## src/rtl/irq_pkg.sv

```systemverilog
package irq_pkg;

  // Next pending value for one line, given its current state and this cycle's events.
  function automatic logic pend_next(
    input logic cur,   // current pending
    input logic act,   // current active
    input logic ack,   // handler entry for this line
    input logic ret,   // handler exit for this line
    input logic lvl,   // request line level
    input logic rise,  // request line rising edge
    input logic sset,  // software set
    input logic sclr   // software clear
  );
    logic n;
    n = cur & ~sclr & ~ack;
    n = n | sset;
    n = n | ((act | ack) & rise);
    n = n | (~act & ~ack & lvl);
    n = n | (ret & lvl);
    return n;
  endfunction

  // Next enable value: set beats clear.
  function automatic logic en_next(input logic cur, input logic sset, input logic sclr);
    return sset | (cur & ~sclr);
  endfunction

endpackage

```

## src/rtl/irq_chan_cell.sv

```systemverilog
module irq_chan_cell
  import irq_pkg::*;
(
  input  logic clk,
  input  logic rst_n,
  input  logic req,
  input  logic ack,
  input  logic ret,
  input  logic en_set,
  input  logic en_clr,
  input  logic pend_set,
  input  logic pend_clr,
  output logic en,
  output logic pend,
  output logic act,
  output logic rise
);

  logic req_q;

  assign rise = req & ~req_q;

  always_ff @(posedge clk or negedge rst_n) begin
    if (!rst_n) begin
      req_q <= 1'b0;
      en    <= 1'b0;
      pend  <= 1'b0;
      act   <= 1'b0;
    end else begin
      req_q <= req;
      en    <= en_next(en, en_set, en_clr);
      pend  <= pend_next(pend, act, ack, ret, req, rise, pend_set, pend_clr);
      act   <= ack | (act & ~ret);
    end
  end

endmodule

```

## src/rtl/irq_select.sv

```systemverilog
module irq_select #(
  parameter int NCH = 8,
  parameter int IDW = 3
) (
  input  logic [NCH-1:0] pend,
  input  logic [NCH-1:0] en,
  input  logic [NCH-1:0] act,
  output logic           irq,
  output logic [IDW-1:0] id
);

  logic [NCH-1:0] cand;
  logic           found;

  assign cand = pend & en;

  always_comb begin
    found = 1'b0;
    id    = '0;
    for (int i = 0; i < NCH; i++) begin
      if (!found && cand[i]) begin
        id    = IDW'(i);
        found = 1'b1;
      end
    end
  end

  assign irq = found & ~(|act);

endmodule

```

## src/rtl/irq_state_tracker.sv

```systemverilog
module irq_state_tracker #(
  parameter int NCH = 8,
  localparam int IDW = (NCH > 1) ? $clog2(NCH) : 1
) (
  input  logic           clk,
  input  logic           rst_n,
  input  logic [NCH-1:0] req_i,
  input  logic [NCH-1:0] en_set_i,
  input  logic [NCH-1:0] en_clr_i,
  input  logic [NCH-1:0] pend_set_i,
  input  logic [NCH-1:0] pend_clr_i,
  input  logic           ack_valid_i,
  input  logic [IDW-1:0] ack_id_i,
  input  logic           ret_valid_i,
  input  logic [IDW-1:0] ret_id_i,
  output logic           irq_o,
  output logic [IDW-1:0] irq_id_o,
  output logic [NCH-1:0] enable_o,
  output logic [NCH-1:0] pending_o,
  output logic [NCH-1:0] active_o
);

  // Decoded per-line events, named for the checker.
  logic [NCH-1:0] ack_hit;
  logic [NCH-1:0] ret_hit;
  logic [NCH-1:0] rise_hit;

  for (genvar k = 0; k < NCH; k++) begin : g_ch
    assign ack_hit[k] = ack_valid_i && (ack_id_i == IDW'(k));
    assign ret_hit[k] = ret_valid_i && (ret_id_i == IDW'(k));

    irq_chan_cell u_cell (
      .clk      (clk),
      .rst_n    (rst_n),
      .req      (req_i[k]),
      .ack      (ack_hit[k]),
      .ret      (ret_hit[k]),
      .en_set   (en_set_i[k]),
      .en_clr   (en_clr_i[k]),
      .pend_set (pend_set_i[k]),
      .pend_clr (pend_clr_i[k]),
      .en       (enable_o[k]),
      .pend     (pending_o[k]),
      .act      (active_o[k]),
      .rise     (rise_hit[k])
    );
  end

  irq_select #(.NCH(NCH), .IDW(IDW)) u_sel (
    .pend (pending_o),
    .en   (enable_o),
    .act  (active_o),
    .irq  (irq_o),
    .id   (irq_id_o)
  );

endmodule

```

## config.mk

```make
export PLATFORM = sky130hd
export DESIGN_NAME = irq_state_tracker
export DESIGN_NICKNAME = d
export VERILOG_FILES = /design/src/rtl/irq_pkg.sv /design/src/rtl/irq_chan_cell.sv /design/src/rtl/irq_select.sv /design/src/rtl/irq_state_tracker.sv
export SDC_FILE = /design/constraint.sdc
export NUM_CORES = 1
export LEC_CHECK = 0
export BUFFER_PORTS_ARGS = -buffer_cell sky130_fd_sc_hd__buf_2
export CORE_ASPECT_RATIO = 1.75
export CORE_MARGIN = 3
export CORE_UTILIZATION = 50
export CTS_CLUSTER_SIZE = 28
export DETAILED_ROUTE_END_ITERATION = 6
export PLACE_DENSITY = 0.9
export SETUP_SLACK_MARGIN = 0.15
export SYNTH_ARGS = -nofsm -noshare
export SYNTH_HDL_FRONTEND = slang
export SYNTH_SLANG_ARGS = --single-unit
```

## constraint.sdc

```tcl
create_clock -name clk -period 1.55 [get_ports clk]
set_input_delay 0 -clock clk [delete_from_list [all_inputs] [get_ports clk]]
set_output_delay 0 -clock clk [all_outputs]
set_load 0.02 [all_outputs]
```

==> flow_summary.ini <==
[worst_setup_path]
cp_top_family = compound AO/OA/AOI/OAI gates
critPathKind = flip-flop to primary output
cp-start-kind = flip-flop
cpMaxStageDelayCell = dfrtp_1
end_kind = primary output
path_buf_inv = 1
slowest_delay_ns = 0.42
startpoint = g_ch[1].u_cell.en
crit_fanout = 4
arrival_ns = 1.52
crit_chain = a22o_1 > a221oi_4 > nor2b_1 > buf_4
required_ns = 1.55
r2r-start = g_ch[3].u_cell.en

[layout]
drive_above_1_share_pct = 40.5
antenna_cells = 0
nFillCells = 186
area_growth_pct = 44.2
final_util_pct = 77.0
finalNetCount = 296

[routing]
num_vias = 1687
firstDrtPassIters = 5
drtAntennaViolNets = 0
drc = 0
wl_mm = 5.89
drt_iter0_drc = 77
wire_per_inst_microns = 20.3
avgViaCountPerCell = 5.82

[clock_tree]
clkTransAtPathRegs_ns = 0.07
cts.sinks = 32
cts.path.max_buffers = 2
insertion_delay_ns = 0.29
cts_tree = built
htree_num_levels = 2
cts_root_buf = clkbuf_8
cts_buffers = 5

[floorplanning]
dieArea_sq_um = 4190
die_h_microns = 83.4
initial_core_util_pct = 53.4
ios = 78
core-area_sq_um = 3210
fp-row-count = 27
die_w_microns = 50.2

[sta]
post-route-min-period_ns = 1.52
worst_slew_pin_slew_ns = 0.704
fin_skew_ns = 0.00587
fmax_ghz = 0.656
post-route-period-util_pct = 98.3
final_hold_viol_count = 0
rsz0062_at_grt = yes
slew_headroom_pct = 53.0
tns_ns = 0
fin_hold_ws_ns = 0.0305
timing.final.ws_setup_ns = 0.0256
final-setup-viol-count = 0
final_max_slew_viol_count = 0

[pwr]
pwr-share-seq_pct = 41.1
power_density_nw_per_um2 = 1020
combPwrFrac_pct = 23.8
power_frac_clock_pct = 35.1
internal_power_mw = 1.77
power_mw = 2.51
switching_share_pct = 29.5
p_leak_nw = 1.20
ir_worst_vdd_mv = 0.710
p_sw_mw = 0.739

[hold_path]
hp-class = input pin to flip-flop
hold_start = en_clr_i[4]

[synth]
async_flop_share_pct = 100
synth.most_common_cell = dfrtp_1
netlist-cell-type-count = 34
synth.net_count = 203
synthCells = 153
ys.flop_type = dfrtp_1
yosys-top-cells-area = dfrtp_1, buf_4, a21o_1
synth_top_area_share_pct = 46.7
ys_seq_elements = 32
synth_warnings = 0
synth_top_area_cell = dfrtp_1
syn_area_per_cell_sq_um = 11.2
yosysSeqAreaShare_pct = 46.7
synth_common_cells = dfrtp_1, buf_4, nand2_1
synth-edff-count = 0
synthesis.area_sq_um = 1710

[run]
drv_cap = 0

[grt]
grt_pass1_wl_mm = 8.51
gr-total-overflow = 0
antenna_found_initial = 0
track_usage_pct = 27.0
grt_max_degree = 33
grt_pass1_vias = 1759

[placement]
port_buffers = 77
hpwl_mm = 3.08
gp_congestion = 0.722
place_ws_ns = 0.283

[outcome]
status = completed
==> layout make-up <==
cell class | count | area [sq um] | area share, %
repair buffers | 114 | 759 | 30.7
inverters | 8 | 30.0 | 1.22
multi-input cells | 85 | 697 | 28.2
clock buffers | 7 | 96.3 | 3.90
clock inverters | 1 | 30.0 | 1.22
flip-flops and latches | 32 | 803 | 32.5
well taps | 43 | 53.8 | 2.18
==> stage by stage <==
step / area, sq um / cells
after CTS: 2410 / 287
after global placement: 1930 / 245
after floorplan: 1710 / 153
after detailed placement: 1930 / 245
after global routing: 2470 / 290
final: 2470 / 290
==> worst register-to-register path: stages (launching register included) <==
cell and delay (ns):
dfrtp_1 0.46, a21o_1 0.19, dlygate4sd3_1 0.58
==> path summary, 6_finish.rpt <==
kind	depth (start not counted)	endpoint	slack [ns]
worst max-delay path	4	irq_id_o[2]	0.03
worst min-delay path	3	g_ch[4].u_cell.en	0.03
worst max register to register	2	g_ch[3].u_cell.en	0.20
worst min register to register	1	g_ch[4].u_cell.en	0.57
max in group asynchronous	2	g_ch[5].u_cell.act	0.75
min in group asynchronous	2	g_ch[0].u_cell.en	0.29
==> cells by family (layout without fill, tap and decap cells) <==
logic type      after synthesis  count (layout)  share of synthesized area [%]
simple gates                 48              48                           20.2
compound gates               37              37                           18.5
buf+inv                      36             130                           14.5
flops                        32              32                           46.7
==> sequential cells by signal (all words and copies together) (netlist names) <==
register and flops:
g_ch.u_cell.act 8, g_ch.u_cell.en 8, g_ch.u_cell.pend 8, g_ch.u_cell.req_q 8
==> what timing repair did <==
item,CTS,global route
endpoints found under the hold margin,56,0
endpoints found under the setup margin,4,4
hold buffers,32,0
resized for setup,6,7
pin swaps,6,7
setup buffers,2,3
==> power by group through the flow <==
stage,clock network [mW],logic [mW],registers (mW)
6_report,0.879,0.597,1.03
3_3_place_gp,0,0.447,1.01
4_1_cts,0.874,0.542,1.00
3_5_place_dp,0,0.456,1.02
2_1_floorplan,0,0.371,0.991
5_1_grt,0.921,0.635,1.04
==> cell usage in the layout, fill, tap and decap left out, types with 2 or more instances in the layout <==
| cell type | instances |
|---|---|
| nor3b_1 | 4 |
| nand2_1 | 14 |
| nand4bb_1 | 2 |
| and4b_1 | 3 |
| o211ai_1 | 5 |
| buf_4 | 8 |
| dfrtp_2 | 2 |
| clkbuf_8 | 7 |
| a22o_1 | 2 |
| buf_2 | 73 |
| nor2b_1 | 6 |
| nand4_1 | 2 |
| nand4b_1 | 6 |
| dlygate4sd3_1 | 31 |
| dfrtp_1 | 30 |
| a32o_1 | 2 |
| and4bb_1 | 3 |
| a21o_1 | 11 |
| a221o_1 | 4 |
| inv_1 | 8 |
| a211o_1 | 4 |
==> layer usage <==
layer | routed length [microns] | GRT usage (%) | vias up
met1 | 2060 | 27.4 | 828
li1 | - | - | 736
met2 | 3140 | 49.2 | 97
met4 | 293 | 12.8 | 0
met3 | 400 | 6.64 | 26
met5 | 0 | 0 | -
No activity file was read; power rests on OpenSTA's default activity.
